$ cat src/rtl/adc_frame_port.sv
module adc_frame_port #(
  parameter int DATA_W = 12,
  parameter int CH_W   = 2,
  parameter int CTRL_W = 12
) (
  input  logic              clk,
  input  logic              rst_n,
  input  logic              cs_n,
  input  logic              sclk,
  input  logic              din,
  output logic              dout,
  output logic              dout_oe,
  output logic [CH_W-1:0]   mux_ch,
  input  logic [DATA_W-1:0] conv_data
);
  localparam int FRAME_LEN = DATA_W + CH_W + 2;
  localparam int CNT_W     = $clog2(FRAME_LEN + 1);
  localparam int WR_BIT    = CTRL_W - 1;
  localparam int SEQ_BIT   = CTRL_W - 2;
  localparam int ADDR_HI   = CTRL_W - 3;
  localparam int LAST_HI   = ADDR_HI - CH_W;

  logic                 cs_q, sclk_q, active, seq_en;
  logic [CNT_W-1:0]     cnt;
  logic [FRAME_LEN-1:0] shreg;
  logic [CTRL_W-1:0]    ctrl_sh;
  logic [CH_W-1:0]      cur_ch, last_ch, nxt_ch;

  wire cs_fall   = cs_q & ~cs_n;
  wire sclk_fall = sclk_q & ~sclk;

  assign nxt_ch  = (cur_ch >= last_ch) ? '0 : cur_ch + CH_W'(1);
  assign dout    = shreg[FRAME_LEN-1];
  assign dout_oe = active;
  assign mux_ch  = cur_ch;

  always_ff @(posedge clk or negedge rst_n) begin
    if (!rst_n) begin
      cs_q    <= 1'b1;
      sclk_q  <= 1'b0;
      active  <= 1'b0;
      seq_en  <= 1'b0;
      cnt     <= '0;
      shreg   <= '0;
      ctrl_sh <= '0;
      cur_ch  <= '0;
      last_ch <= '0;
    end else begin
      cs_q   <= cs_n;
      sclk_q <= sclk;
      if (cs_n) begin
        active <= 1'b0;
      end else if (cs_fall) begin
        active <= 1'b1;
        cnt    <= '0;
        shreg  <= {2'b00, cur_ch, conv_data};
        if (seq_en) cur_ch <= nxt_ch;
      end else if (active && sclk_fall) begin
        cnt   <= cnt + CNT_W'(1);
        shreg <= {shreg[FRAME_LEN-2:0], 1'b0};
        if (cnt < CNT_W'(CTRL_W)) ctrl_sh <= {ctrl_sh[CTRL_W-2:0], din};
        if (cnt == CNT_W'(FRAME_LEN - 1)) begin
          active <= 1'b0;
          if (ctrl_sh[WR_BIT]) begin
            seq_en  <= ctrl_sh[SEQ_BIT];
            cur_ch  <= ctrl_sh[ADDR_HI -: CH_W];
            last_ch <= ctrl_sh[LAST_HI -: CH_W];
          end
        end
      end
    end
  end
endmodule

$ cat config.mk
export PLATFORM = sky130hd
export DESIGN_NAME = adc_frame_port
export DESIGN_NICKNAME = d
export VERILOG_FILES = /design/src/rtl/adc_frame_port.sv
export SDC_FILE = /design/constraint.sdc
export NUM_CORES = 1
export LEC_CHECK = 0
export ABC_AREA = 1
export BUFFER_PORTS_ARGS = -buffer_cell sky130_fd_sc_hd__buf_2
export CORE_MARGIN = 2
export CORE_UTILIZATION = 40
export DETAILED_ROUTE_END_ITERATION = 8
export GPL_ROUTABILITY_DRIVEN = 0
export PLACE_DENSITY = 0.59
export SYNTH_ARGS = -nofsm -noshare
export SYNTH_HDL_FRONTEND = slang
export SYNTH_SLANG_ARGS = --single-unit
export TNS_END_PERCENT = 100
$ cat constraint.sdc
create_clock -name clk -period 2.8 [get_ports clk]
set_clock_uncertainty 0.2 [all_clocks]
set_input_delay 0.56 -clock clk [delete_from_list [all_inputs] [get_ports clk]]
set_output_delay 0.56 -clock clk [all_outputs]
set_load 0.01 [all_outputs]
=== Word-level counts from Yosys, hierarchy flattened ===
Index checks and enable logic that the tools add are counted.
Widths: inputs -> output; s select.

* Equal/unequal tests: 2
* $add $sub $neg: 2
* Reduce and logical (&&, ||, !) cells: 11
* Multiplexer cells: 14
* Order comparisons: 2
* Bitwise operators: 5

{| class="wikitable"
|+ Operator list
! operator !! count
|-
| $mux 16 || 2
|-
| $mux 2 || 6
|-
| $mux 5 || 2
|-
| $reduce_and 5->1 || 2
|-
| $reduce_bool 2->1 || 3
|-
| $reduce_bool 3->1 || 2
|-
| $add 5x1->5 const B || 1
|-
| $eq 5x4->1 const B || 1
|-
| $lt 5x4->1 const B || 1
|-
| $mux 1 || 4
|-
| $reduce_and 2->1 || 2
|-
| $reduce_and 4->1 || 1
|-
| $not 1->1 || 3
|-
| $add 2x1->2 const B || 1
|-
| $and 1x1->1 || 2
|-
| $ge 2x2->1 || 1
|-
| $ne 2x2->1 const B || 1
|-
| $logic_and 1x1->1 || 1
|}

* Logic and storage cells: 45
* Output and inout bits: 4
* Register bits: 41

=== Depth between registers and ports, before layout ===
Gate-level depths: netlist of run 1.

* Depth after elaboration: 6
* Mapped depth: 11
* Gate-level depth less buffers: 11

=== Least setup slack after synthesis of run 1 ===
No wires, ideal clock.

* Path type: register to register
* Start point: register cnt[0]
* End point: register cur_ch[1], in the netlist mux_ch[1]
* Period minus slack after synthesis: 1.639 ns
* Data arrival time: 1.322 ns
* Path buffers: 0
* Library setup time: 0.117 ns
* Path slack: 1.161 ns
* Cell stages (with the launch flop): 12
* Required time: 2.483 ns
* Path through: dfrtp_1 -> ha_1 -> and3_1 -> ha_1 -> nand2_1 -> inv_1 -> nand2_1 -> nand2_1 -> nand2_1 -> inv_1 -> nand2_1 -> nand2_1

* Longest elaborated chain between the ends: 3

{| class="wikitable"
|+ Ends and longest elaborated chain
! what !! RTL line !! RTL
|-
| start: declaration || 24 || <nowiki>logic [CNT_W-1:0] cnt;</nowiki>
|-
| start signal: assignment || 59 || <nowiki>cnt <= cnt + CNT_W'(1);</nowiki>
|-
| $eq 5x4->1 || 62 || <nowiki>if (cnt == CNT_W'(FRAME_LEN - 1)) begin</nowiki>
|-
| $reduce_bool 2->1 (no line) || -- ||
|-
| $reduce_and 5->1 (no line) || -- ||
|-
| end signal: assignment || 57 || <nowiki>if (seq_en) cur_ch <= nxt_ch;</nowiki>
|-
| end signal: assignment || 66 || <nowiki>cur_ch <= ctrl_sh[ADDR_HI -: CH_W];</nowiki>
|-
| end: declaration || 27 || <nowiki>logic [CH_W-1:0] cur_ch, last_ch, nxt_ch;</nowiki>
|}

No other way between the ends.
A chain may end at the register's enable or synchronous reset.

=== Worst setup path after layout of run 1 ===
* Start point: register cnt[0]
* End point: register cur_ch[0], in the netlist mux_ch[0]

The elaborated chain is that of the path after synthesis.

==> results of run 1 <==
[registers in the layout, indices dropped and copies added (netlist names)]
register  cells
sclk_q        1
mux_ch        2
cs_q          1
cnt           5
last_ch       2
ctrl_sh      12
seq_en        1
shreg        16
dout_oe       1
[critical path, cell delays in order (launching register included)]
cell and delay, ns:
dfrtp_1 0.39, ha_1 0.23, and3_1 0.19, ha_1 0.20, nand2_1 0.06, inv_1 0.04, nand2_1 0.05, nand2_1 0.07
nand2_1 0.08, inv_1 0.07, nand2_1 0.05, nand2_1 0.05
[cell usage after synthesis]
| library cell | count |
|---|---|
| buf_2 | 4 |
| dfstp_2 | 1 |
| inv_1 | 34 |
| and3_1 | 1 |
| nand2_2 | 4 |
| dfrtp_1 | 40 |
| xor2_1 | 1 |
| buf_4 | 2 |
| clkbuf_2 | 1 |
| a21oi_4 | 1 |
| a21oi_1 | 2 |
| nor3_1 | 1 |
| nor2_1 | 4 |
| nand2_1 | 63 |
| ha_1 | 4 |
| buf_6 | 1 |
| nor2_4 | 1 |
| nand3_1 | 15 |
| o21ai_0 | 18 |
| o21ai_1 | 6 |
| o211ai_1 | 12 |
| o21ai_2 | 1 |
| o22ai_1 | 2 |
| nor2_2 | 2 |
[how the worst max path moves through the flow]
stage / start / slack, ns / to
2_1_floorplan: cnt[0] / 1.16 / mux_ch[1]
3_5_place_dp: cs_n / 0.82 / mux_ch[0]
4_1_cts: cnt[0] / 1.01 / mux_ch[0]
5_1_grt: cnt[0] / 0.82 / mux_ch[0]
6_report: cnt[0] / 1.02 / mux_ch[0]
3_3_place_gp: cs_n / 0.83 / mux_ch[1]
[cells in the final DEF (no fill, tap or decap), drive strengths merged]
| cell type | instances |
|---|---|
| a21oi | 3 |
| xor2 | 1 |
| and3 | 1 |
| o211ai | 12 |
| dlygate4sd3 | 1 |
| inv | 34 |
| ha | 4 |
| nor3 | 1 |
| dfrtp | 40 |
| o22ai | 2 |
| clkinv | 1 |
| clkbuf | 5 |
| dfstp | 1 |
| nand3 | 15 |
| buf | 22 |
| nor2 | 7 |
| bufinv | 1 |
| nand2 | 67 |
| o21ai | 25 |
[repair_timing]
action | 4_1_cts | 5_1_grt
hold buffers | 1 | 0
buffers inserted | 0 | 0
endpoints found under the hold margin | 13 | 0
[routing by layer]
| layer | GRT usage | wire length [um] |
|---|---|---|
| met1 | 0.178 | 1670 |
| met2 | 0.241 | 1510 |
| met3 | 0.0470 | 147 |
| met4 | 0.0494 | 42 |
| met5 | 0 | 0 |
[layout make-up]
type                       count  area, um^2
inverter                      34         128
clock buffer                   5        68.8
timing repair buffer          23         125
tap                           54        67.6
fill                         454        2510
clock inverter                 2        35.0
multi-input combinational    138         703
sequential                    41        1030
[cell families after synthesis]
| kind of cell | Yosys count |
|---|---|
| AO/OA/AOI/OAI | 42 |
| AND/OR/NAND/NOR | 91 |
| adder cells (fa/ha/maj) | 4 |
| buffers and inverters | 42 |
| XOR/XNOR | 1 |
| flip-flops | 41 |
[power by group]
part / switching (W) / internal, W
registers: 0.0000171 / 0.000646
clock network: 0.000199 / 0.000259
logic: 0.0000839 / 0.0000489
[metrics by stage]
stage / cell area [um^2] / cells / setup slack, ns
floorplan: 1910 / 221 / 1.16
global placement: 2040 / 289 / 0.834
detailed placement: 2040 / 289 / 0.823
CTS: 2150 / 297 / 1.01
global route: 2150 / 297 / 0.825
finish: 2150 / 297 / 1.02
==> impl_metrics.env, run 1 <==
export IMPL_leakage_nw=1.13
export IMPL_drt_initial_drc_count=82
export IMPL_yosysTopAreaCellShare=0.524
export IMPL_period_share=0.637
export IMPL_synth_mux_area_frac=0
export IMPL_synth_xor_area_frac=0.00459
export IMPL_syn_area_per_cell_um2=8.64
export IMPL_r2r_start="cnt[0]"
export IMPL_rows=25
export IMPL_r2r_slack_ns=1.02
export IMPL_grt_pass1_wl_mm=6.01
export IMPL_detail_route_wl_per_cell_um=11.4
export IMPL_hold_depth=1
export IMPL_cts_max_level=2
export IMPL_io_pins=21
export IMPL_clock_latency_ns=0.29
export IMPL_route_detailed_drc=0
export IMPL_synth_area_leaders="dfrtp_1 52%, nand2_1 12%, inv_1 6.7%, o21ai_0 4.7%, o211ai_1 4.7%"
export IMPL_ys_ff_latch=41
export IMPL_whs_ns=0.198
export IMPL_area_delta_synth_final_pct=12.8
export IMPL_ir_drop_mv=0.357
export IMPL_period_minus_slack_ns=1.78
export IMPL_die_area_um2=5340
export IMPL_cts_root_buffer_cell="clkbuf_8"
export IMPL_cts_tree="built"
export IMPL_power_density_nw_per_um2=582
export IMPL_syn_nets=242
export IMPL_grt_max_degree=35
export IMPL_clock_sinks=41
export IMPL_die_height_um=73.1
export IMPL_tns_ns=0
export IMPL_cts_buffer_depth=2
export IMPL_crit_type="reg -> reg"
export IMPL_dieWidth_um=73.1
export IMPL_critPathArrivalTime_ns=1.77
export IMPL_maxCapViolations=0
export IMPL_drive_gt1_frac=0.160
export IMPL_antenna_cells=0
export IMPL_worstHoldPathType="in -> reg"
export IMPL_synth_warnings=0
export IMPL_ant_nets=0
export IMPL_r2r_end="mux_ch[0]"
export IMPL_fin_util=0.462
export IMPL_clk_pin_slew_ns=0.07
export IMPL_hold_end="cs_q"
export IMPL_synth_adder_area_share=0.0262
export IMPL_core_um2=4660
export IMPL_routed_via_count=1413
export IMPL_wl_mm=3.37
export IMPL_cp_start_kind="flip-flop"
export IMPL_hpwlAfterDp_mm=2.29
export IMPL_antenna_found_initial=0
export IMPL_cts_buffers=5
export IMPL_hold_viol_final=0
export IMPL_required_ns=2.78
export IMPL_synth_simple_area_share=0.202
export IMPL_globalRouteOverflowTotal=0
export IMPL_synth_compound_area_share=0.135
export IMPL_synth_top_family_by_area="simple AND/OR/NAND/NOR gates"
export IMPL_netlist_area_um2=1910
export IMPL_max_freq_mhz=561
export IMPL_yosys_area_top_type="dfrtp_1"
export IMPL_drtPass1Iterations=4
export IMPL_rr_worst_depth=11
export IMPL_grtUsageTotal=0.146
export IMPL_start_util=0.410
export IMPL_vias_per_cell=4.76
export IMPL_status="finished clean"
export IMPL_min_from="cs_n"
export IMPL_setup_viol_count_final=0
export IMPL_cp_end_kind="flip-flop"
export IMPL_grt_pass1_vias=1378
export IMPL_worst_path_max_fanout=2
export IMPL_synthCells=221
export IMPL_yosysSeqAreaShare=0.538
export IMPL_port_buffers=20
export IMPL_ctsResizeCount=0
export IMPL_ys_types=24
export IMPL_rsz0062_at_grt="false"
export IMPL_nNetsFinal=264
export IMPL_slew_limit_headroom=0.636
export IMPL_power_w=0.00125
export IMPL_tightest_slew_ns=0.544
export IMPL_drv_slew=0
Power figures use the tool's default switching activity.
==> inputs of run 2 (changes only) <==
- clock period: 2.8 -> 1.8 ns (I/O delays scaled with it)
==> run 2 against run 1 <==
Clock power increased by 45%. Die area unchanged. Critical path type unchanged. Sequential share of layout area decreased by 1.7 points. Via count increased by 4.2%. Non-clock buffer count increased by 6. First-iteration DRC count increased by 12%. Wire length increased by 5.9%.
==> impl_metrics.env, run 2 (same netlist as run 1, synthesis figures left out) <==
export IMPL_finalInstanceArea_um2=2230
export IMPL_final_common_cell="nand2_1"
export IMPL_wl_mm=3.57
export IMPL_regArea_um2=1030
export IMPL_crit_type="reg -> reg"
export IMPL_globalRouteOverflowTotal=0
export IMPL_top_register="shreg"
export IMPL_cts_root_buffer_cell="clkbuf_8"
export IMPL_met3_length_um=152
export IMPL_vias_per_cell=4.85
export IMPL_worstHoldPathType="in -> reg"
export IMPL_power_density_nw_per_um2=861
export IMPL_power_w=0.00192
export IMPL_antenna_found_initial=0
export IMPL_die_height_um=73.1
export IMPL_dieWidth_um=73.1
export IMPL_n_fill_cell=473
export IMPL_cts_tree="built"
export IMPL_drive_gt1_frac=0.184
export IMPL_grt_max_degree=42
export IMPL_nNetsFinal=270
export IMPL_hold_viol_final=0
export IMPL_antenna_cells=0
export IMPL_clock_sinks=41
export IMPL_crit_slowest_cell="dfrtp_1"
export IMPL_drv_slew=0
export IMPL_cp_end_kind="flip-flop"
export IMPL_critPathArrivalTime_ns=1.69
export IMPL_top_layer="met4"
export IMPL_clock_latency_ns=0.29
export IMPL_required_ns=1.79
export IMPL_worst_path_max_fanout=2
export IMPL_met1_length_mm=1.69
export IMPL_cts_max_level=2
export IMPL_clk_pin_slew_ns=0.08
export IMPL_core_um2=4660
export IMPL_fin_ws_ns=0.0993
export IMPL_routed_via_count=1473
export IMPL_io_pins=21
export IMPL_rows=25
export IMPL_port_buffers=20
export IMPL_route_detailed_drc=0
export IMPL_max_freq_mhz=588
export IMPL_tightest_slew_ns=0.286
export IMPL_grt_pass1_wl_mm=6.25
export IMPL_maxCapViolations=0
export IMPL_cts_buffers=5
export IMPL_status="finished clean"
export IMPL_grt_pass1_vias=1410
export IMPL_wl_met2_mm=1.67
export IMPL_drt_initial_drc_count=92
export IMPL_drtPass1Iterations=4
export IMPL_ir_drop_mv=0.606
export IMPL_detail_route_wl_per_cell_um=11.8
export IMPL_ant_nets=0
export IMPL_pre_cts_slack_ns=0.0936
export IMPL_largest_reg_flops=16
export IMPL_dpl_cell_area_um2=2100
export IMPL_largestRegisters="shreg: 16 flops, ctrl_sh: 12 flops, cnt: 5 flops"
export IMPL_crit_top_cell="nand2_1"
export IMPL_cts_buffer_depth=2
export IMPL_die_area_um2=5340
export IMPL_setup_viol_count_final=0
export IMPL_period_share=0.945
export IMPL_cp_start_kind="flip-flop"
export IMPL_grtUsageTotal=0.152
export IMPL_path_cells="ha_2, and3_1, ha_1, nand2_1, inv_1, nand2_1, nand2_1, nand2_2, inv_1, nand2_1, nand2_1"
export IMPL_start_util=0.410
export IMPL_period_minus_slack_ns=1.70
export IMPL_leakage_nw=1.17
export IMPL_slew_limit_headroom=0.808
export IMPL_area_delta_synth_final_pct=16.9
export IMPL_multiInputGateArea_um2=708
export IMPL_fin_util=0.479
export IMPL_hpwlAfterDp_mm=2.41
export IMPL_max_stage_delay_ns=0.39
export IMPL_cts_setup_buffers=0
export IMPL_layout_common_cells="62 x nand2_1, 40 x dfrtp_1, 34 x inv_1, 20 x buf_2, 18 x o21ai_0"
==> run 2: cell types whose count changed in the layout (fill, tap and decap cells not counted), sizes merged <==
cell,delta
buf,+4
clkbuf,+2
dlygate4sd3,+2
bufinv,-1
==> run 2: repair_timing <==
action,CTS,global route
resized for setup,0,2
hold buffers,3,0
setup endpoints to repair,0,2
hold endpoints to repair,42,0
==> run 2: routing by layer <==
layer | global-route usage | vias up
met5 | 0 | -
met4 | 0.0556 | 0
met2 | 0.252 | 27
li1 | - | 762
met3 | 0.0414 | 5
met1 | 0.190 | 679
==> run 2: path summary, 6_finish.rpt <==
kind,from,endpoint,slack [ns],depth (start not counted)
max,cnt[0],mux_ch[1],0.1,11
min,conv_data[0],shreg[0],0.08,3
max reg2reg,cnt[0],mux_ch[1],0.1,11
min reg2reg,ctrl_sh[1],ctrl_sh[1],0.29,2
max in group asynchronous,rst_n,cs_q,0.78,3
min in group asynchronous,rst_n,shreg[9],0.36,3
==> run 2: worst max-delay path, delay by kind of cell, from the launching register on <==
family,cells,cell delay (ns)
adder cells (fa/ha/maj),2,0.38
buffers and inverters,2,0.09
flip-flops,1,0.39
AND/OR/NAND/NOR,7,0.54
==> run 2: metrics by stage <==
| step | hold slack [ns] | cells | TNS, ns |
|---|---|---|---|
| after global placement | 0.152 | 293 | 0 |
| after detailed placement | 0.151 | 293 | 0 |
| after global routing | 0.0918 | 304 | -0.0169 |
| after floorplan | -0.136 | 221 | 0 |
| final | 0.0764 | 304 | 0 |
| after CTS | 0.0647 | 304 | 0 |
==> run 2: cell type report <==
type	count	share of cell area
sequential	41	0.460
multi-input combinational	138	0.317
timing repair buffer	29	0.0897
inverter	34	0.0572
clock buffer	7	0.0432
tap	54	0.0303
clock inverter	1	0.00224
==> run 2: where the power goes <==
part | total (W) | switching (W) | internal [W] | leakage [nW]
Clock | 0.000665 | 0.000318 | 0.000347 | 0.0542
Combinational | 0.000225 | 0.000135 | 0.0000900 | 0.571
Sequential | 0.00103 | 0.0000279 | 0.00100 | 0.540
Total | 0.00192 | 0.000481 | 0.00144 | 1.17
==> inputs of run 3 (changes only) <==
- CORE_ASPECT_RATIO: default -> 1.5
==> run 3 against run 2 <==
Design area up 3.4%. First-iteration DRC count shrank 45%. Combinational power up 4%. Critical path type unchanged.
==> impl_metrics.env, run 3 (same netlist as run 1, synthesis figures left out) <==
export IMPL_p_sw_w=0.000480
export IMPL_io_pins=21
export IMPL_finalInstanceArea_um2=2310
export IMPL_detail_route_wl_per_cell_um=11.5
export IMPL_wl_met2_mm=1.90
export IMPL_cts_tree="built"
export IMPL_met1_length_mm=1.54
export IMPL_multiInputGateArea_um2=711
export IMPL_period_minus_slack_ns=1.67
export IMPL_max_stage_delay_ns=0.39
export IMPL_wl_mm=3.63
export IMPL_dpl_cell_area_um2=2140
export IMPL_rows=30
export IMPL_clock_sinks=41
export IMPL_crit_slowest_cell="dfrtp_1"
export IMPL_clockPowerShare=0.406
export IMPL_clock_latency_ns=0.29
export IMPL_die_height_um=88.6
export IMPL_switching_share=0.225
export IMPL_layout_common_cells="62 x nand2_1, 40 x dfrtp_1, 33 x inv_1, 20 x buf_2, 18 x o21ai_0"
export IMPL_drt_initial_drc_count=51
export IMPL_slew_limit_headroom=0.822
export IMPL_grt_max_degree=42
export IMPL_area_delta_synth_final_pct=20.8
export IMPL_grt_pass1_vias=1490
export IMPL_route_detailed_drc=0
export IMPL_seqPwrFrac=0.484
export IMPL_worstHoldPathType="in -> reg"
export IMPL_drtPass1Iterations=4
export IMPL_cts_buffers=5
export IMPL_cp_start_kind="flip-flop"
export IMPL_r2r_start="cnt[1]"
export IMPL_clk_pin_slew_ns=0.07
export IMPL_hpwlAfterDp_mm=2.51
export IMPL_antenna_cells=0
export IMPL_setup_viol_count_final=0
export IMPL_n_fill_cell=448
export IMPL_hold_end="shreg[0]"
export IMPL_cts_max_level=2
export IMPL_ir_drop_mv=0.469
export IMPL_routed_via_count=1523
export IMPL_dieWidth_um=60.4
export IMPL_internal_power_w=0.00165
export IMPL_antenna_found_initial=0
export IMPL_worst_path_max_fanout=2
export IMPL_cts_buffer_depth=2
export IMPL_final_common_cell="nand2_1"
export IMPL_power_w=0.00213
export IMPL_drive_gt1_frac=0.198
export IMPL_period_share=0.926
export IMPL_grtUsageTotal=0.160
export IMPL_port_buffers=20
export IMPL_crit_top_cell="nand2_1"
export IMPL_cts_setup_buffers=0
export IMPL_combinationalPowerShare=0.110
export IMPL_critPathArrivalTime_ns=1.65
export IMPL_required_ns=1.78
export IMPL_ant_nets=0
export IMPL_r2r_slack_ns=0.13
export IMPL_fin_util=0.508
export IMPL_r2r_end="mux_ch[1]"
export IMPL_met3_length_um=146
export IMPL_whs_ns=0.0905
export IMPL_largest_reg_flops=16
export IMPL_status="finished clean"
export IMPL_max_freq_mhz=600
export IMPL_drv_slew=0
export IMPL_cts_root_buffer_cell="clkbuf_8"
export IMPL_rr_worst_depth=11
export IMPL_nNetsFinal=272
export IMPL_core_um2=4540
export IMPL_vias_per_cell=4.82
export IMPL_cp_end_kind="flip-flop"
export IMPL_grt_pass1_wl_mm=6.49
export IMPL_maxCapViolations=0
export IMPL_largestRegisters="shreg: 16 flops, ctrl_sh: 12 flops, cnt: 5 flops"
export IMPL_top_register="shreg"
export IMPL_tns_ns=0
export IMPL_tightest_slew_ns=0.265
export IMPL_crit_type="reg -> reg"
export IMPL_path_cells="ha_2, and3_1, ha_2, nand2_1, inv_1, nand2_1, nand2_1, nand2_2, inv_2, nand2_1, nand2_1"
export IMPL_die_area_um2=5350
export IMPL_globalRouteOverflowTotal=0
export IMPL_regArea_um2=1030
export IMPL_rsz0062_at_grt="false"
export IMPL_power_density_nw_per_um2=923
export IMPL_hold_depth=3
export IMPL_min_from="conv_data[0]"
export IMPL_hold_viol_final=0
export IMPL_top_layer="met4"
export IMPL_start_util=0.420
export IMPL_leakage_nw=1.19
## run 3: cell types whose count changed in the layout (fill, tap and decap cells not counted), sizes merged
cell | before | now
buf | 26 | 28
bufinv | 0 | 2
clkbuf | 7 | 5
## run 3: worst max path at each step
stage | start | end | slack, ns | cells after the start
6_report | cnt[1] | mux_ch[1] | 0.13 | 11
5_1_grt | cnt[0] | last_ch[0] | 0.008 | 8
4_1_cts | cnt[0] | mux_ch[1] | 0.06 | 11
3_5_place_dp | cnt[0] | mux_ch[1] | 0.07 | 11
3_3_place_gp | cnt[0] | mux_ch[1] | 0.11 | 11
2_1_floorplan | cnt[0] | mux_ch[1] | 0.16 | 11
## run 3: power groups by stage
stage / clock network (W) / logic, W / registers [W]
after detailed placement: 0 / 0.000231 / 0.00105
after CTS: 0.000884 / 0.000237 / 0.00103
final: 0.000864 / 0.000234 / 0.00103
after global routing: 0.000925 / 0.000275 / 0.00104
after floorplan: 0 / 0.000144 / 0.00105
after global placement: 0 / 0.000227 / 0.00105
## run 3: worst max-delay path, delay by kind of cell, from the launching register on
family	cells	cell delay, ns
flip-flops	1	0.39
adder cells (fa/ha/maj)	2	0.36
buffers and inverters	2	0.09
AND/OR/NAND/NOR	7	0.53
## run 3: cell type report
cell class | instances | area share
multi-input cells | 138 | 0.308
flip-flops and latches | 41 | 0.445
inverters | 34 | 0.0553
clock buffers | 5 | 0.0298
well taps | 64 | 0.0347
clock inverters | 3 | 0.0282
repair buffers | 31 | 0.0987
## run 3: per-layer routing
metal,track usage,up-vias
li1,-,765
met1,0.180,729
met2,0.281,24
met3,0.0453,5
met4,0.0613,0
met5,0,-
## run 3: timing repair
item | CTS | global route
endpoints found under the hold margin | 41 | 1
gates resized for setup | 0 | 4
endpoints found under the setup margin | 0 | 5
hold buffers | 2 | 1
## run 3: metrics by stage
stage,instances,setup slack (ns)
global route,316,0.00804
floorplan,221,0.161
finish,316,0.132
global placement,305,0.110
CTS,315,0.0614
detailed placement,305,0.0740
